## src/rtl/lfe_pkg.sv

```systemverilog
package lfe_pkg;
  typedef enum logic {
    HALF_FIRST  = 1'b0,
    HALF_SECOND = 1'b1
  } half_e;

  // value sent in D positions that are not carrying D data
  localparam logic IDLE_FILL = 1'b1;
endpackage

```

## src/rtl/lfe_frame_seq.sv

```systemverilog
module lfe_frame_seq #(
  parameter int BYTE_W = 8
) (
  input  logic              clk,
  input  logic              rst_n,
  input  logic              cell_adv,
  input  logic              rate_hi,
  input  logic              d_in_b,
  input  logic              modem_en,
  input  logic              hk_bit,
  input  logic [BYTE_W-1:0] d_byte,
  input  logic [BYTE_W-1:0] b1_byte,
  input  logic [BYTE_W-1:0] b2_byte,
  input  logic              mdm_bit,
  output logic              nrz_bit,
  output logic              frm_start
);
  import lfe_pkg::*;

  localparam int LO_BITS = 2 + BYTE_W;
  localparam int HI_BITS = 4 + 2 * BYTE_W;
  localparam int POS_W   = $clog2(HI_BITS);
  localparam int IDX_W   = $clog2(BYTE_W);
  localparam logic [POS_W-1:0] LO_LAST = POS_W'(LO_BITS - 1);
  localparam logic [POS_W-1:0] HI_LAST = POS_W'(HI_BITS - 1);
  localparam logic [POS_W-1:0] LO_B1   = POS_W'(2);
  localparam logic [POS_W-1:0] HI_B1   = POS_W'(4);
  localparam logic [POS_W-1:0] HI_B2   = POS_W'(4 + BYTE_W);

  logic [POS_W-1:0]  pos_q, pos_d;
  logic              sync_q, sync_d;
  logic              rate_q, dinb_q, hk_q;
  logic [BYTE_W-1:0] d_q, b1_q, b2_q;
  logic              at_start, last_pos, frame_bit;
  logic [POS_W-1:0]  rel;
  logic [BYTE_W-1:0] slot1;

  assign at_start  = (pos_q == '0);
  assign last_pos  = (pos_q == (rate_q ? HI_LAST : LO_LAST));
  assign frm_start = cell_adv & ~modem_en & at_start;
  assign slot1     = dinb_q ? d_q : b1_q;

  always_comb begin
    pos_d  = pos_q;
    sync_d = sync_q;
    if (modem_en) begin
      pos_d = '0;
    end else if (cell_adv) begin
      pos_d = last_pos ? '0 : pos_q + 1'b1;
      if (at_start) sync_d = ~sync_q;
    end
  end

  always_comb begin
    frame_bit = IDLE_FILL;
    rel       = '0;
    if (at_start) begin
      frame_bit = sync_q;
    end else if (!rate_q) begin
      if (pos_q == POS_W'(1)) begin
        frame_bit = dinb_q ? IDLE_FILL : d_q[0];
      end else begin
        rel       = pos_q - LO_B1;
        frame_bit = slot1[rel[IDX_W-1:0]];
      end
    end else begin
      if (pos_q == POS_W'(1)) begin
        frame_bit = hk_q;
      end else if (pos_q == POS_W'(2)) begin
        frame_bit = dinb_q ? IDLE_FILL : d_q[1];
      end else if (pos_q == POS_W'(3)) begin
        frame_bit = dinb_q ? IDLE_FILL : d_q[0];
      end else if (pos_q < HI_B2) begin
        rel       = pos_q - HI_B1;
        frame_bit = slot1[rel[IDX_W-1:0]];
      end else begin
        rel       = pos_q - HI_B2;
        frame_bit = b2_q[rel[IDX_W-1:0]];
      end
    end
  end

  assign nrz_bit = modem_en ? mdm_bit : frame_bit;

  always_ff @(posedge clk or negedge rst_n) begin
    if (!rst_n) begin
      pos_q  <= '0;
      sync_q <= 1'b1;
    end else begin
      pos_q  <= pos_d;
      sync_q <= sync_d;
    end
  end

  always_ff @(posedge clk or negedge rst_n) begin
    if (!rst_n) begin
      rate_q <= 1'b0;
      dinb_q <= 1'b0;
      hk_q   <= 1'b0;
      d_q    <= '0;
      b1_q   <= '0;
      b2_q   <= '0;
    end else if (frm_start) begin
      rate_q <= rate_hi;
      dinb_q <= d_in_b;
      hk_q   <= hk_bit;
      d_q    <= d_byte;
      b1_q   <= b1_byte;
      b2_q   <= b2_byte;
    end
  end

  AST_POS_LIMIT: assert property (@(posedge clk) disable iff (!rst_n)
    pos_q <= HI_LAST);
  AST_SYNC_FLIP: assert property (@(posedge clk) disable iff (!rst_n)
    frm_start |=> (sync_q != $past(sync_q)));
  AST_MODEM_NO_FRAME: assert property (@(posedge clk) disable iff (!rst_n)
    modem_en |-> !frm_start);
  AST_LO_WRAP: assert property (@(posedge clk) disable iff (!rst_n)
    (!rate_q && pos_q == LO_LAST && cell_adv && !modem_en) |=> (pos_q == '0));
endmodule

```

## src/rtl/lfe_diff_enc.sv

```systemverilog
module lfe_diff_enc (
  input  logic clk,
  input  logic rst_n,
  input  logic cell_adv,
  input  logic nrz_bit,
  output logic enc_cur,
  output logic enc_prev
);
  logic enc_q, enc_d;

  always_comb begin
    enc_d = enc_q;
    if (cell_adv) enc_d = nrz_bit ^ enc_q;
  end

  always_ff @(posedge clk or negedge rst_n) begin
    if (!rst_n) enc_q <= 1'b0;
    else        enc_q <= enc_d;
  end

  assign enc_cur  = nrz_bit ^ enc_q;
  assign enc_prev = enc_q;

  AST_ENC_HOLD: assert property (@(posedge clk) disable iff (!rst_n)
    !cell_adv |=> $stable(enc_q));
  AST_ENC_STEP: assert property (@(posedge clk) disable iff (!rst_n)
    (cell_adv && nrz_bit) |=> (enc_q != $past(enc_q)));
endmodule

```

## src/rtl/lfe_biphase.sv

```systemverilog
module lfe_biphase (
  input  logic clk,
  input  logic rst_n,
  input  logic sym_en,
  input  logic enc_cur,
  input  logic enc_prev,
  output logic cell_adv,
  output logic line_sym
);
  import lfe_pkg::*;

  half_e half_q, half_d;
  logic  sym_q, sym_d;

  assign cell_adv = sym_en & (half_q == HALF_FIRST);

  always_comb begin
    half_d = half_q;
    sym_d  = sym_q;
    if (sym_en) begin
      if (half_q == HALF_FIRST) begin
        sym_d  = ~enc_cur;
        half_d = HALF_SECOND;
      end else begin
        sym_d  = enc_prev;
        half_d = HALF_FIRST;
      end
    end
  end

  always_ff @(posedge clk or negedge rst_n) begin
    if (!rst_n) begin
      half_q <= HALF_FIRST;
      sym_q  <= 1'b0;
    end else begin
      half_q <= half_d;
      sym_q  <= sym_d;
    end
  end

  assign line_sym = sym_q;

  AST_MID_FLIP: assert property (@(posedge clk) disable iff (!rst_n)
    (sym_en && half_q == HALF_SECOND) |=> (sym_q != $past(sym_q)));
  AST_IDLE_HOLD: assert property (@(posedge clk) disable iff (!rst_n)
    !sym_en |=> $stable(sym_q));
endmodule

```

## src/rtl/line_frame_encoder.sv

```systemverilog
module line_frame_encoder #(
  parameter int BYTE_W = 8
) (
  input  logic              clk,
  input  logic              rst_n,
  input  logic              sym_en,
  input  logic              rate_hi,
  input  logic              d_in_b,
  input  logic              modem_en,
  input  logic              hk_bit,
  input  logic [BYTE_W-1:0] d_byte,
  input  logic [BYTE_W-1:0] b1_byte,
  input  logic [BYTE_W-1:0] b2_byte,
  input  logic              mdm_bit,
  output logic              bit_req,
  output logic              frm_start,
  output logic              line_sym
);
  logic cell_adv, nrz_bit, enc_cur, enc_prev;

  lfe_frame_seq #(.BYTE_W(BYTE_W)) i_seq (
    .clk(clk), .rst_n(rst_n), .cell_adv(cell_adv),
    .rate_hi(rate_hi), .d_in_b(d_in_b), .modem_en(modem_en),
    .hk_bit(hk_bit), .d_byte(d_byte), .b1_byte(b1_byte),
    .b2_byte(b2_byte), .mdm_bit(mdm_bit),
    .nrz_bit(nrz_bit), .frm_start(frm_start)
  );

  lfe_diff_enc i_diff (
    .clk(clk), .rst_n(rst_n), .cell_adv(cell_adv), .nrz_bit(nrz_bit),
    .enc_cur(enc_cur), .enc_prev(enc_prev)
  );

  lfe_biphase i_bph (
    .clk(clk), .rst_n(rst_n), .sym_en(sym_en),
    .enc_cur(enc_cur), .enc_prev(enc_prev),
    .cell_adv(cell_adv), .line_sym(line_sym)
  );

  assign bit_req = cell_adv;

  AST_REQ_ON_EN: assert property (@(posedge clk) disable iff (!rst_n)
    bit_req |-> sym_en);
  AST_REQ_ALTERNATE: assert property (@(posedge clk) disable iff (!rst_n)
    bit_req |=> !bit_req);
  AST_START_IS_REQ: assert property (@(posedge clk) disable iff (!rst_n)
    frm_start |-> bit_req);
endmodule

```

## config.mk

```make
export PLATFORM = sky130hd
export DESIGN_NAME = line_frame_encoder
export DESIGN_NICKNAME = d
export VERILOG_FILES = /design/src/rtl/lfe_pkg.sv /design/src/rtl/lfe_frame_seq.sv /design/src/rtl/lfe_diff_enc.sv /design/src/rtl/lfe_biphase.sv /design/src/rtl/line_frame_encoder.sv
export SDC_FILE = /design/constraint.sdc
export NUM_CORES = 1
export LEC_CHECK = 0
export BUFFER_PORTS_ARGS = -buffer_cell sky130_fd_sc_hd__buf_2
export CAP_MARGIN = 10
export CORE_AREA = 3 3 77 79
export DETAILED_ROUTE_END_ITERATION = 10
export DIE_AREA = 0 0 80 82
export PLACE_DENSITY = 0.56
export SLEW_MARGIN = 20
export SYNTH_ARGS = -nofsm -noshare
export SYNTH_HDL_FRONTEND = slang
export SYNTH_SLANG_ARGS = --single-unit
```

## constraint.sdc

```tcl
create_clock -name clk -period 5.4 [get_ports clk]
set_clock_uncertainty 0.2 [all_clocks]
set_input_delay 1.08 -clock clk [delete_from_list [all_inputs] [get_ports clk]]
set_output_delay 1.08 -clock clk [all_outputs]
set_load 0.005 [all_outputs]
```

==> metrics.md <==
| Metric | Value |
|---|---|
| Status | completed |
| CP Max Fanout | 29 |
| Setup tns final | 0 ns |
| Synth warn | 0 |
| Vias in the first global route | 1527 |
| Post-Syn Area per Cell | roughly 9.2 µm² |
| DR WL/cell | approximately 13 µm |
| Synth top area share | 43.3% |
| Layout cell share with drive strength beyond 1 | about a fifth |
| TritonCTS buffer count | 5 |
| Die footprint | between 6000 and 7000 µm² |
| # hold bufs at CTS | 0 |
| Slew HR | between 30% and 40% |
| Net Count, Synth | 256 |
| Largest cells by area after synthesis | dfrtp_1 (43%), nand2_1 (16%), mux4_1 (5.2%), mux2i_1 (5.0%), mux4_2 (3.3%) |
| Post-synthesis register bit count | 36 |
| Final GP Congestion | about 0.85 |
| Post-route DRC | 0 |
| Final setup violation count | 0 |
| Post-Syn Instances | 219 |
| Final HPWL DP | roughly 3.0 mm |
| Max-cap viol count | 0 |
| First-pass GRT wire length | ~7.4 mm |
| Largest net degree at the start of global routing | 37 |
| Clk sinks | 36 |
| Initial antenna violation count | 0 |
| VDD IR-drop max | between 0.00015 and 0.0002 V |
| Drt first-iter violations | approximately 110 |
| Root buffer cell | clkbuf_8 |
| Post-route cell area | around 2300 µm² |
| Fill cells | approximately 540 |
| Fraction of the yosys area taken by sequential cells | 44.6% |
| CTS-repair resized insts | 0 |
| EDFF count, synth | 0 |
| PortBufs | 34 |
| Post-CTS Setup Bufs | 0 |
| RSZ-0062 raised after global routing | no |
| Pleak | between 0.001 and 0.0015 µW |
| Die Y | around 80 µm |
| Total wire length | between 4 and 5 mm |
| Fin crit period | ~3.7 ns |
| Final hold vios | 0 |
| Initial Util | 37.4% |
| Synth top cells by count | nand2_1 (86), dfrtp_1 (35), mux2i_1 (10) |
| Clk slew on worst S/H paths | 0.07 ns |
| H-tree depth | 2 |
| Slowest cell on crit path | or3_1 |
| I/O Pins | 35 |
| Clk_lat worst skew | 0.29 ns |
| Most common cell in the netlist | nand2_1 |
| Number of routed nets with antenna violations | 0 |
| Pwr dens | roughly 480 nW/µm² |
| Main synth FF type | dfrtp_1 |
| Max clock buf depth | 2 |
| Ant. Diodes | 0 |
| Vias post-DR | 1573 |
| DRT Pass-1 Iters | 4 |
| Std cell rows | 27 |
| Core Area | ~5400 µm² |
| Count of pins over their slew limit | 0 |
| Fmax | between 200 and 300 MHz |
| Vias per inst | slightly below 5 |
| Number of library cell types mapped by synthesis | 37 |
| Post-DP Area | ~2200 µm² |
| Total grt overflow | 0 |
| GRT Resource Usage Total | between 10% and 20% |
| Post-synth ARST share | between 90% and 100% |
| CTS tree | yes |
| Arrival @ worst endpoint | 2.46 ns |
| Worst EP required | 4.12 ns |
| Crit end category | output port |
| Synth-to-layout area growth | 15.0% |
| Slew @ Worst Pin | between 0.9 and 1 ns |
| Tcrit/Tclk final | a little over two thirds |
| Synth area leader | dfrtp_1 |
| Crit path largest cell delay | between 0.7 and 0.8 ns |
| Synth Cell Area | around 2000 µm² |
| Worst-path cell chain | inv_1 > ha_1 > nand2_1 > or3_1 > inv_2 > buf_2 |
| # nets final | about 290 |
| Crit Path Class | reg -> out |
| Hold Crit Class | reg -> reg |
| Startpoint Class | flop |
| Die width | ~80 µm |
-- worst paths after layout --
check	start	endpoint	slack, ns	cells past startpoint
worst max register to register	i_seq.dinb_q$_DFFE_PN0P_	i_bph.line_sym$_DFFE_PN0P_	2.64	6
worst min register to register	i_seq.b2_q[5]$_DFFE_PN0P_	i_seq.b2_q[5]$_DFFE_PN0P_	0.28	2
max in group asynchronous	rst_n	i_seq.dinb_q$_DFFE_PN0P_	3.83	1
min in group asynchronous	rst_n	i_seq.b2_q[0]$_DFFE_PN0P_	0.67	1
worst min-delay path	i_seq.b2_q[5]$_DFFE_PN0P_	i_seq.b2_q[5]$_DFFE_PN0P_	0.28	2
worst max-delay path	i_seq.pos_q[0]$_DFFE_PN0P_	frm_start	1.66	6
-- flip-flops by register name (all words and copies together), names as in the netlist --
register and flops:
i_bph.half_q 1, i_bph.line_sym 1, i_diff.enc_prev 1, i_seq.b1_q 8, i_seq.b2_q 8, i_seq.d_q 8
i_seq.dinb_q 1, i_seq.hk_q 1, i_seq.pos_q 5, i_seq.rate_q 1, i_seq.sync_q 1
-- stage by stage --
stage / util [%] / instances / total power, µW / hold WS, ns / worst slack (ns)
2_1_floorplan: - / 219 / 799 / 0.240 / 2.07
3_3_place_gp: 41.0 / 314 / 881 / 0.256 / 1.64
3_5_place_dp: 41.0 / 314 / 887 / 0.262 / 1.66
4_1_cts: 43.0 / 322 / 1120 / 0.282 / 1.59
5_1_grt: 43.0 / 322 / 1210 / 0.306 / 1.41
6_report: 43.0 / 322 / 1110 / 0.278 / 1.66
-- final cells by class --
type / instances / area (µm²) / share of cell area [%]
Multi-Input combinational cell: 166 / 1030 / 44.2
Sequential cell: 36 / 902 / 38.8
Timing Repair Buffer: 35 / 178 / 7.65
Tap cell: 72 / 90.1 / 3.88
Clock buffer: 6 / 72.6 / 3.12
Clock inverter: 2 / 35.0 / 1.51
Inverter: 5 / 18.8 / 0.808
-- per-layer routing --
| metal | GRT usage [%] | wire [µm] | vias up |
|---|---|---|---|
| li1 | - | - | 802 |
| met1 | 20.6 | 2090 | 730 |
| met2 | 21.1 | 1850 | 34 |
| met3 | 3.29 | 181 | 7 |
| met4 | 7.43 | 68 | 0 |
| met5 | 0 | 0 | - |
-- critical path: cells and delay by family (launching register included) --
kind | cells | cell delay (ns)
adder cells (fa/ha/maj) | 1 | 0.26
buffers and inverters | 3 | 0.43
flip-flops | 1 | 0.64
AND/OR/NAND/NOR | 2 | 0.83
-- power breakdown --
group	internal, µW	switching (µW)
clock	137	96.4
sequential	385	116
combinational	201	173
total	723	385
-- kinds of logic after synthesis --
| logic type | share of synthesized area, % |
|---|---|
| AOI/OAI and AO/OA | 9.16 |
| xor gates and xnor gates | 2.17 |
| adders and majority gates | 3.10 |
| buffers and inverters | 4.52 |
| DFF | 44.6 |
| muxes | 14.1 |
| and+or+nand+nor | 22.4 |
-- placed cells by master, fill, tap and decap left out, types with 2 or more instances in the layout --
cell	n
a21oi_1	9
a31oi_1	3
buf_2	34
clkbuf_8	5
dfrtp_1	35
ha_1	5
inv_1	4
mux2i_1	10
mux4_1	4
mux4_2	3
nand2_1	86
nand2b_1	3
nand3_1	3
nor2_1	7
nor2b_1	2
nor3_1	4
o21ai_0	7
or3_1	3
xnor2_1	3
xor2_1	2
(Power assumes the default switching activity.)
